$ cat config.mk
export PLATFORM = sky130hd
export DESIGN_NAME = smem_spi_front
export DESIGN_NICKNAME = d
export VERILOG_FILES = /design/src/rtl/smsf_pkg.sv /design/src/rtl/smsf_sync.sv /design/src/rtl/smsf_cmd.sv /design/src/rtl/smsf_tx.sv /design/src/rtl/smem_spi_front.sv
export SDC_FILE = /design/constraint.sdc
export NUM_CORES = 1
export LEC_CHECK = 0
export BUFFER_PORTS_ARGS = -buffer_cell sky130_fd_sc_hd__buf_2
export CORE_ASPECT_RATIO = 0.5
export CORE_UTILIZATION = 50
export CTS_CLUSTER_SIZE = 40
export DETAILED_ROUTE_END_ITERATION = 8
export GPL_TIMING_DRIVEN = 0
export PLACE_DENSITY = 0.72
export SETUP_SLACK_MARGIN = 0.05
export SYNTH_ARGS = -nofsm -noshare
export SYNTH_HDL_FRONTEND = slang
export SYNTH_HIERARCHICAL = 1
export SYNTH_SLANG_ARGS = --single-unit
$ cat constraint.sdc
create_clock -name clk -period 2 [get_ports clk]
set_input_delay 0.2 -clock clk [delete_from_list [all_inputs] [get_ports clk]]
set_output_delay 0.2 -clock clk [all_outputs]
set_load 0.1 [all_outputs]
$ cat src/rtl/smsf_pkg.sv
`timescale 1ns/1ps
package smsf_pkg;

  typedef enum logic [2:0] {
    PH_OPC   = 3'd0,
    PH_AHI   = 3'd1,
    PH_ALO   = 3'd2,
    PH_RDAT  = 3'd3,
    PH_WDAT  = 3'd4,
    PH_SREAD = 3'd5,
    PH_SWR   = 3'd6,
    PH_IGN   = 3'd7
  } phase_t;

  localparam logic [7:0] CMD_SETWE = 8'h06;
  localparam logic [7:0] CMD_CLRWE = 8'h04;
  localparam logic [7:0] CMD_STRD  = 8'h05;
  localparam logic [7:0] CMD_STWR  = 8'h01;
  localparam logic [7:0] CMD_RD    = 8'h03;
  localparam logic [7:0] CMD_WR    = 8'h02;

  // phase entered after a command byte
  function automatic phase_t cmd_phase(input logic [7:0] op);
    case (op)
      CMD_STRD:      return PH_SREAD;
      CMD_STWR:      return PH_SWR;
      CMD_RD, CMD_WR: return PH_AHI;
      default:       return PH_IGN;
    endcase
  endfunction

  // keep only the low aw bits of a 16-bit address
  function automatic logic [15:0] addr_fold(input logic [15:0] a, input int unsigned aw);
    return a & ((16'h1 << aw) - 16'h1);
  endfunction

  // next address with wrap at the array top
  function automatic logic [15:0] addr_next(input logic [15:0] a, input int unsigned aw);
    return addr_fold(a + 16'h1, aw);
  endfunction

  // status byte as seen by the controller
  function automatic logic [7:0] status_merge(input logic [7:0] st, input logic we_latch);
    return {st[7:2], we_latch, st[0]};
  endfunction

endpackage

$ cat src/rtl/smsf_sync.sv
`timescale 1ns/1ps
module smsf_sync #(
  parameter int          STAGES  = 2,
  parameter int          W       = 4,
  parameter logic [W-1:0] RST_VAL = '0
) (
  input  logic         clk,
  input  logic         rst_n,
  input  logic [W-1:0] d,
  output logic [W-1:0] q
);
  logic [W-1:0] stage_q [STAGES];

  generate
    for (genvar g = 0; g < STAGES; g++) begin : g_stage
      if (g == 0) begin : g_first
        always_ff @(posedge clk or negedge rst_n) begin
          if (!rst_n) stage_q[0] <= RST_VAL;
          else        stage_q[0] <= d;
        end
      end else begin : g_next
        always_ff @(posedge clk or negedge rst_n) begin
          if (!rst_n) stage_q[g] <= RST_VAL;
          else        stage_q[g] <= stage_q[g-1];
        end
      end
    end
  endgenerate

  assign q = stage_q[STAGES-1];
endmodule

$ cat src/rtl/smsf_cmd.sv
`timescale 1ns/1ps
module smsf_cmd
  import smsf_pkg::*;
#(
  parameter int AW = 10
) (
  input  logic          clk,
  input  logic          rst_n,
  input  logic          sel,
  input  logic          rise_ev,
  input  logic          si_b,
  input  logic [7:0]    status_in,
  input  logic [7:0]    mem_rdata,
  output phase_t        phase,
  output logic [2:0]    bit_cnt,
  output logic          byte_done,
  output logic [AW-1:0] mem_addr,
  output logic [7:0]    mem_wdata,
  output logic          mem_we,
  output logic          mem_re,
  output logic          sts_we,
  output logic [7:0]    sts_wdata,
  output logic          wel,
  output logic [7:0]    tx_byte
);
  logic [6:0]    shreg;
  logic [7:0]    rx_byte;
  logic [7:0]    addr_hi;
  logic          is_rd;
  logic          wr_issued;
  logic          step;
  logic          rd_cap;
  logic [AW-1:0] addr_q;

  assign rx_byte   = {shreg, si_b};
  assign byte_done = rise_ev && (bit_cnt == 3'd7);
  assign mem_addr  = addr_q;

  always_ff @(posedge clk or negedge rst_n) begin
    if (!rst_n) begin
      phase     <= PH_OPC;
      bit_cnt   <= '0;
      shreg     <= '0;
      addr_hi   <= '0;
      is_rd     <= 1'b0;
      wr_issued <= 1'b0;
      step      <= 1'b0;
      rd_cap    <= 1'b0;
      addr_q    <= '0;
      mem_wdata <= '0;
      mem_we    <= 1'b0;
      mem_re    <= 1'b0;
      sts_we    <= 1'b0;
      sts_wdata <= '0;
      wel       <= 1'b0;
      tx_byte   <= '0;
    end else begin
      mem_we <= 1'b0;
      mem_re <= 1'b0;
      sts_we <= 1'b0;
      rd_cap <= mem_re;
      if (rd_cap) tx_byte <= mem_rdata;
      if (step) begin
        addr_q <= AW'(addr_next(16'(addr_q), AW));
        step   <= 1'b0;
      end
      if (!sel) begin
        phase   <= PH_OPC;
        bit_cnt <= '0;
        if (wr_issued) begin
          wel       <= 1'b0;
          wr_issued <= 1'b0;
        end
      end else if (rise_ev) begin
        shreg   <= rx_byte[6:0];
        bit_cnt <= bit_cnt + 3'd1;
        if (byte_done) begin
          case (phase)
            PH_OPC: begin
              phase <= cmd_phase(rx_byte);
              is_rd <= (rx_byte == CMD_RD);
              if (rx_byte == CMD_SETWE) wel <= 1'b1;
              if (rx_byte == CMD_CLRWE) wel <= 1'b0;
              if (rx_byte == CMD_STRD)  tx_byte <= status_merge(status_in, wel);
            end
            PH_AHI: begin
              addr_hi <= rx_byte;
              phase   <= PH_ALO;
            end
            PH_ALO: begin
              addr_q <= AW'(addr_fold({addr_hi, rx_byte}, AW));
              if (is_rd) begin
                phase  <= PH_RDAT;
                mem_re <= 1'b1;
              end else begin
                phase  <= PH_WDAT;
              end
            end
            PH_RDAT: begin
              addr_q <= AW'(addr_next(16'(addr_q), AW));
              mem_re <= 1'b1;
            end
            PH_WDAT: begin
              mem_we    <= wel;
              mem_wdata <= rx_byte;
              wr_issued <= wr_issued | wel;
              step      <= 1'b1;
            end
            PH_SREAD: tx_byte <= status_merge(status_in, wel);
            PH_SWR: begin
              sts_we    <= wel;
              sts_wdata <= rx_byte;
              wr_issued <= wr_issued | wel;
              phase     <= PH_IGN;
            end
            default: ;
          endcase
        end
      end
    end
  end
endmodule

$ cat src/rtl/smsf_tx.sv
`timescale 1ns/1ps
module smsf_tx
  import smsf_pkg::*;
(
  input  logic       clk,
  input  logic       rst_n,
  input  logic       sel,
  input  logic       hold_ok,
  input  logic       fall_ev,
  input  phase_t     phase,
  input  logic [2:0] bit_cnt,
  input  logic [7:0] tx_byte,
  output logic       so,
  output logic       so_oe
);
  logic drive_ph;
  logic so_q;

  assign drive_ph = (phase == PH_RDAT) || (phase == PH_SREAD);

  always_ff @(posedge clk or negedge rst_n) begin
    if (!rst_n)                     so_q <= 1'b0;
    else if (!sel)                  so_q <= 1'b0;
    else if (fall_ev && drive_ph)   so_q <= tx_byte[3'd7 - bit_cnt];
  end

  assign so    = so_q;
  assign so_oe = sel && hold_ok && drive_ph;
endmodule

$ cat src/rtl/smem_spi_front.sv
`timescale 1ns/1ps
module smem_spi_front
  import smsf_pkg::*;
#(
  parameter int AW          = 10,
  parameter int SYNC_STAGES = 2
) (
  input  logic          clk,
  input  logic          rst_n,
  input  logic          sck,
  input  logic          cs_n,
  input  logic          si,
  input  logic          hold_n,
  output logic          so,
  output logic          so_oe,
  output logic [AW-1:0] mem_addr,
  output logic [7:0]    mem_wdata,
  output logic          mem_we,
  output logic          mem_re,
  input  logic [7:0]    mem_rdata,
  input  logic [7:0]    status_in,
  output logic          sts_we,
  output logic [7:0]    sts_wdata,
  output logic          wel
);
  localparam int NSIG = 4;

  logic [NSIG-1:0] pins_s;
  logic            cs_n_s, hold_n_s, sck_s, si_s;
  logic            sck_q;
  logic            sel, hold_ok;
  logic            rise_ev, fall_ev;
  logic            byte_done;
  phase_t          phase;
  logic [2:0]      bit_cnt;
  logic [7:0]      tx_byte;

  smsf_sync #(
    .STAGES (SYNC_STAGES),
    .W      (NSIG),
    .RST_VAL(4'b1100)
  ) u_sync (
    .clk  (clk),
    .rst_n(rst_n),
    .d    ({cs_n, hold_n, sck, si}),
    .q    (pins_s)
  );

  assign {cs_n_s, hold_n_s, sck_s, si_s} = pins_s;

  always_ff @(posedge clk or negedge rst_n) begin
    if (!rst_n) sck_q <= 1'b0;
    else        sck_q <= sck_s;
  end

  assign sel     = !cs_n_s;
  assign hold_ok = hold_n_s;
  assign rise_ev = sel && hold_ok && sck_s && !sck_q;
  assign fall_ev = sel && hold_ok && !sck_s && sck_q;

  smsf_cmd #(.AW(AW)) u_cmd (
    .clk      (clk),
    .rst_n    (rst_n),
    .sel      (sel),
    .rise_ev  (rise_ev),
    .si_b     (si_s),
    .status_in(status_in),
    .mem_rdata(mem_rdata),
    .phase    (phase),
    .bit_cnt  (bit_cnt),
    .byte_done(byte_done),
    .mem_addr (mem_addr),
    .mem_wdata(mem_wdata),
    .mem_we   (mem_we),
    .mem_re   (mem_re),
    .sts_we   (sts_we),
    .sts_wdata(sts_wdata),
    .wel      (wel),
    .tx_byte  (tx_byte)
  );

  smsf_tx u_tx (
    .clk    (clk),
    .rst_n  (rst_n),
    .sel    (sel),
    .hold_ok(hold_ok),
    .fall_ev(fall_ev),
    .phase  (phase),
    .bit_cnt(bit_cnt),
    .tx_byte(tx_byte),
    .so     (so),
    .so_oe  (so_oe)
  );
endmodule

==> results of run 1 <==
[per-layer routing]
metal	up-vias	wire length (um)	GRT usage, %
li1	1171	-	-
met2	80	3956	40.69
met1	1298	3551	32.47
met4	0	71	7.421
met5	-	0	0
met3	8	363	6.067
[flip-flops by register name, indices dropped and copies added, names as in the netlist]
name and cells:
u_cmd/mem_addr 10, u_cmd/mem_wdata 8, u_cmd/sts_wdata 8, u_cmd/tx_byte 8
u_cmd/shreg 7, u_sync/q 4, u_sync/stage_q 4, u_cmd/bit_cnt 3
u_cmd/phase 3, u_cmd/addr_hi 2, sck_q 1, u_cmd/is_rd 1
u_cmd/mem_re 1, u_cmd/mem_we 1, u_cmd/rd_cap 1, u_cmd/step 1
u_cmd/sts_we 1, u_cmd/wel 1, u_cmd/wr_issued 1, u_tx/so 1
[area by class of cell]
class	instances	area, sq um	share of cell area, %
clock inverters	6	88.84	2.038
inverters	3	11.26	0.2584
multi-input cells	189	1562	35.83
repair buffers	83	554.3	12.72
plain buffers	14	105.1	2.412
clock buffers	10	239.0	5.484
flip-flops and latches	67	1688	38.73
well taps	88	110.1	2.527
[power breakdown]
group,internal (mW),switching [mW],total [mW],leakage (nW)
clock network,1.12,0.576,1.70,0.155
registers,1.39,0.0354,1.43,0.878
logic,0.0933,0.113,0.206,1.00
total,2.61,0.725,3.33,2.04
[how the worst max path moves through the flow]
stage	start	to	slack (ns)	cells past startpoint
final	u_sync/q[2]$_DFF_PN1_	u_cmd/mem_wdata[7]$_DFFE_PN0P_	0.04	7
after floorplan	u_cmd/mem_addr[3]$_DFF_PN0_	u_cmd/mem_addr[8]$_DFF_PN0_	0.04	4
after global routing	u_sync/q[2]$_DFF_PN1_	u_cmd/mem_addr[6]$_DFF_PN0_	-0.02	7
after CTS	u_sync/q[3]$_DFF_PN1_	u_cmd/mem_addr[5]$_DFF_PN0_	0.03	8
after detailed placement	u_cmd/bit_cnt[0]$_DFFE_PN0P_	u_cmd/tx_byte[6]$_DFF_PN0_	-0.23	8
after global placement	u_cmd/bit_cnt[0]$_DFFE_PN0P_	u_cmd/tx_byte[6]$_DFF_PN0_	-0.19	8
[worst max-delay path: stages (launching register included)]
cell and delay, ns:
dfstp_2 0.53, and4bb_2 0.27, buf_6 0.14, nand2_2 0.08
nor2_4 0.13, and3_4 0.23, buf_8 0.14, mux2_2 0.33
[what timing repair did]
item / in CTS / in global routing
resized for setup: 37 / 23
hold buffers: 5 / 0
pin swaps: 10 / 13
cloned: 1 / 3
setup buffers: 15 / 7
endpoints found under the setup margin: 34 / 36
hold endpoints to repair: 31 / 0
[stage by stage]
stage	std cells	utilization [%]	instance area, sq um	setup TNS [ns]	hold WS [ns]
final	460	71.67	4358	0	0.1136
after floorplan	274	-	3172	0	-0.09559
after global routing	460	71.67	4358	-0.04855	0.1089
after detailed placement	415	58.58	3562	-4.958	0.2944
after global placement	414	58.25	3542	-4.131	0.3057
after CTS	451	68.72	4179	0	0.1029
==> results.md, run 1 <==
* Clk_lat worst skew at 0.33 ns
* Synth warn at 6
* TritonCTS Sinks at 67
* Ant diodes at 0
* Max Cap Viol at 0
* Die area at 6667 sq um
* Fillcell total at 441
* CTS tree: built
* # rows at 20
* Max-slew violation count at 0
* Min-Delay Endpoint: u_cmd/tx_byte[7]$_DFF_PN0_
* Initial antenna violation count at 0
* Hold Crit Start: status_in[7]
* Gpl congestion at 0.8570
* Min-Delay Path Class: primary input to register
* Total gr overflow at 0
* Most common cell after layout, fill and taps aside: dfrtp_1
* Max-Slew Margin vs Limit at 50.76%
* Crit path DAT at 2.17 ns
* Final WS setup at 0.04046 ns
* Final Setup Violations at 0
* Clock slew at reported path FFs at 0.06 ns
* Final WL at 7942 um
* Status: finished, violations left
* Minimum clock period at 1.960 ns
* CP Max Fanout at 7
* Vias post-DR at 2,557
* Layout Nets at 392
* First-pass DRT Iterations at 6
* Layout cells sized above 1 at 48.12%
* FMAX at 0.5103 GHz
* Leak Pwr at 2.037 nW
* Clock tree buffer depth at 2
* R2R cell count at 7
* Slack of the worst reg-to-reg path at 0.04 ns
* Max H-tree Level at 3
* Cells on Worst Hold Path at 3
* Power Total at 3.335 mW
* Drt wl/cell at 17.27 um
* Worst r2r src: u_sync/q[2]$_DFF_PN1_
* Num CTS Buffers at 9
* Final clock skew at 0.005249 ns
* Via density at 5.559
* RSZ-0062 raised after global routing: yes
* Commonest cells after routing, fill and taps aside: dfrtp_1, buf_2, buf_4, mux2_2, nand2_1
* CP endpoint kind: register
* Core ar. at 6081 sq um
* DRC errors left at 1
* HPWL after DPL at 4526 um
* Power Dens Cells at 765.2 nW/um^2
* Largest net degree at the start of global routing at 37
* Max rail drop VDD at 0.0004786 V
* Worst-margin pin slew at 0.7386 ns
* Syn_nets at 299
* Die H at 58.24 um
* Area added between synthesis and finish at 37.78%
* Failing checks: design-rule violations
* Starting DRT DRC Count at 144
* GRT Total Usage at 24.55%
* Post-place setup slack at -0.2270 ns
* R2r endpoint: u_cmd/mem_wdata[7]$_DFFE_PN0P_
* Crit Path Class: register to register
* Cell count after synthesis at 274
* Routed Antenna Nets at 0
* Clk root buf: clkbuf_16
* WP data required at 2.21 ns
* Vias in the first global route at 2,470
* Final Cycle Share at 97.98%
* CP Launch Type: register
* Hold Vio Cnt, Final at 0
* Cell Area, Synth at 3163 sq um
* Syn Area/Cell at 11.54 sq um
* Starting density of the core at 52.02%
* Die width at 114.5 um
* First-pass GRT wire length at 12,230 um
* Port bufs at 52
* I/O pins at 54
Note: power is estimated with default switching activity, not from simulation.
==> run 2: changes to the inputs <==
--- a/config.mk
+++ b/config.mk
@@ -7,13 +7,12 @@
 export LEC_CHECK = 0
 export BUFFER_PORTS_ARGS = -buffer_cell sky130_fd_sc_hd__buf_2
 export CORE_ASPECT_RATIO = 0.5
-export CORE_UTILIZATION = 50
+export CORE_UTILIZATION = 51
 export CTS_CLUSTER_SIZE = 40
 export DETAILED_ROUTE_END_ITERATION = 8
 export GPL_TIMING_DRIVEN = 0
-export PLACE_DENSITY = 0.72
+export PLACE_DENSITY = 0.73
 export SETUP_SLACK_MARGIN = 0.05
 export SYNTH_ARGS = -nofsm -noshare
 export SYNTH_HDL_FRONTEND = slang
-export SYNTH_HIERARCHICAL = 1
 export SYNTH_SLANG_ARGS = --single-unit
==> results.md, run 2 <==
* Failing checks: negative hold slack
* Asr flop ratio synth at 100.0%
* GRT Total Usage at 24.73% (+0.19 points)
* R2R cell count at 6 (-1)
* Initial antenna violation count at 0 (unchanged)
* Max Cap Viol at 0 (unchanged)
* Final hold slack at -0.01556 ns (-0.1292 ns)
* Clock slew at reported path FFs at 0.05 ns (about the same)
* Hold Vio Cnt, Final at 46 (+46)
* Synth cell types at 59
* Top cell type's share of synthesized area at 47.57%
* Power Total at 3.225 mW (-3.3%)
* I/O pins at 54 (unchanged)
* Max-slew violation count at 0 (unchanged)
* Placement Cell Area at 3694 sq um (+3.7%)
* Routed Antenna Nets at 0 (unchanged)
* Minimum clock period at 1.959 ns (-0.0004239 ns)
* TritonCTS Sinks at 67 (unchanged)
* # rows at 20 (unchanged)
* Starting density of the core at 53.62% (+1.6 points)
* Crit Path Class: register to register
* Final Cycle Share at 97.96% (about the same)
* First-pass DRT Iterations at 4 (-2)
* Final clock skew at 0.01040 ns (+0.005152 ns)
* Final WL at 7826 um (-1.5%)
* DRC errors left at 0 (-1)
* Max rail drop VDD at 0.0006840 V (+43%)
* Synth warn at 0 (-6)
* CP Cell Sequence: and4bb_2 -> buf_6 -> nand2_8 -> or3_4 -> clkbuf_16 -> mux2_4
* Layout Nets at 389 (-0.77%)
* Cell taking the most area after synthesis: dfrtp_1
* Ant diodes at 0 (unchanged)
* Seq/Total Area, Yosys at 50.74%
* Gpl congestion at 0.8789 (+2.6%)
* First-pass GRT wire length at 12,330 um (+0.79%)
* Most frequent cells after synthesis: dfrtp_1, nand2_1, mux2_2, mux2_4, o21ai_0
* Area added between synthesis and finish at 27.86%
* Final instance area at 4238 sq um (-2.8%)
* CP endpoint kind: register
* Largest register FFs at 10 (unchanged)
* Die width at 116.0 um (+1.3%)
* Core ar. at 6181 sq um (+1.6%)
* Vias in the first global route at 2,515 (+1.8%)
* Commonest cells after routing, fill and taps aside: dfrtp_1, buf_2, nand2_1
* CP Max Fanout at 4 (-3)
* Starting DRT DRC Count at 121 (-16%)
* Critical path's largest stage delay at 0.52 ns (about the same)
* CP max-delay cell: dfstp_2
* Post-synth EDFFs at 0
* Drt wl/cell at 17.12 um (-0.81%)
* CP Launch Type: register
* Max H-tree Level at 3 (unchanged)
* Clock tree buffer depth at 2 (unchanged)
* FF+latch count, synth at 67
* Most numerous cell in the Yosys netlist: dfrtp_1
* Worst-margin pin slew at 0.8374 ns (+0.09885 ns)
* Top FF cell, synth: dfrtp_1
* Die area at 6845 sq um (+2.7%)
* Via density at 5.571 (+0.22%)
* Min-Delay Path Class: primary input to asynchronous set/reset pin
* Crit path DAT at 2.17 ns (about the same)
* WP data required at 2.21 ns (about the same)
* Total gr overflow at 0 (unchanged)
* Most common cell after layout, fill and taps aside: dfrtp_1
* Vias post-DR at 2,546 (-0.43%)
* HPWL after DPL at 5123 um (+13%)
* Layout cells sized above 1 at 42.28% (-5.8 points)
* FMAX at 0.5104 GHz (about the same)
* Status: finished, violations left
* Max-Slew Margin vs Limit at 44.17% (-6.6 points)
* Top cells by area, synth: dfrtp_1, mux2_4, mux2_2
* Die H at 59.01 um (+1.3%)
* Port bufs at 52 (unchanged)
* Leak Pwr at 2.069 nW (+1.6%)
* Final Setup Violations at 0 (unchanged)
* Cell Area, Synth at 3314 sq um (+4.8%)
* Syn_nets at 304 (+1.7%)
* Clk_lat worst skew at 0.34 ns (about the same)
* CTS tree: built
* Cell count after synthesis at 279 (+1.8%)
* Largest net degree at the start of global routing at 68 (+84%)
* Power Dens Cells at 760.9 nW/um^2 (-0.56%)
* Num CTS Buffers at 9 (unchanged)
* Syn Area/Cell at 11.88 sq um (+2.9%)
* RSZ-0062 raised after global routing: yes
* Clk root buf: clkbuf_16
[run 2: cell count changes in the layout (fill, tap and decap cells not counted), moves of 5 or more]
| cell | delta |
|---|---|
| a21oi_2 | -8 |
| a22oi_1 | +6 |
| mux2_4 | +11 |
| nor2_1 | -6 |
| nor3_1 | +5 |
| nand2_1 | +13 |
| nor2_4 | -5 |
| inv_1 | +7 |
| clkbuf_1 | +6 |
| o21ai_1 | -5 |
| mux2i_1 | -7 |
| nor2b_1 | -6 |
[run 2: final timing paths]
| check | startpoint | endpoint | slack, ns |
|---|---|---|---|
| min | rst_n | u_tx.so$_DFFE_PN0P_ | -0.02 |
| max in group asynchronous | rst_n | u_cmd.shreg[3]$_DFFE_PN0P_ | 1.43 |
| max reg2reg | u_sync.q[2]$_DFF_PN1_ | u_cmd.sts_wdata[6]$_DFFE_PN0P_ | 0.04 |
| max | u_sync.q[2]$_DFF_PN1_ | u_cmd.sts_wdata[6]$_DFFE_PN0P_ | 0.04 |
| min in group clk | status_in[6] | u_cmd.tx_byte[6]$_DFF_PN0_ | 0.11 |
| min reg2reg | u_sync.stage_q[5]$_DFF_PN0_ | u_sync.q[1]$_DFF_PN0_ | 0.35 |
[run 2: critical path: cells and delay by family (launching register included)]
family,cells,cell delay (ns)
buffers and inverters,2,0.32
flip-flops,1,0.52
multiplexers,1,0.29
AND/OR/NAND/NOR,3,0.72
[run 2: final cells by class]
type	instances	area, sq um
Buffer	18	156.4
Clock buffer	13	240.2
Clock inverter	3	40.04
Fill cell	481	1943
Inverter	11	41.29
Multi-Input combinational cell	183	1501
Sequential cell	67	1690
Tap cell	88	110.1
Timing Repair Buffer	74	457.9
[run 2: timing repair]
item                       in CTS  in global routing
setup endpoints to repair      30                 28
buffers inserted               12                  5
resized for setup              12                 10
hold endpoints to repair        4                  0
hold buffers                    4                  0
pin swaps                       4                  2
gates cloned                    0                  1
[run 2: metrics by stage]
step	instances	setup TNS, ns	utilization (%)	worst slack (ns)
after floorplan	279	0	-	0.08480
after global routing	457	-0.01418	68.56	-0.005236
after CTS	451	0	66.92	0.04161
after global placement	419	-1.430	59.72	-0.1838
after detailed placement	419	-2.794	59.76	-0.2249
final	457	0	68.56	0.04089
[run 2: layer usage]
metal / global-route usage, % / part of all wire [%]
met1: 32.06 / 48
met2: 39.88 / 47
met3: 8.180 / 4.1
met4: 7.875 / 1.0
met5: 0 / 0
[run 2: report_power, final]
group / switching [mW] / internal, mW / total (mW) / leakage [nW]
clock network: 0.545 / 0.961 / 1.51 / 0.138
registers: 0.0419 / 1.40 / 1.45 / 0.874
logic: 0.149 / 0.125 / 0.273 / 1.06
total: 0.735 / 2.49 / 3.22 / 2.07
[run 2: cells by family (layout without fill, tap and decap cells)]
logic type,count (synthesis),in the layout,synth area share [%]
AND/OR/NAND/NOR,84,84,15.06
flip-flops,67,67,50.74
AO/OA/AOI/OAI,49,49,10.42
multiplexers,39,39,15.44
buffers and inverters,29,119,5.096
XOR/XNOR,8,8,2.114
adder cells (fa/ha/maj),3,3,1.133
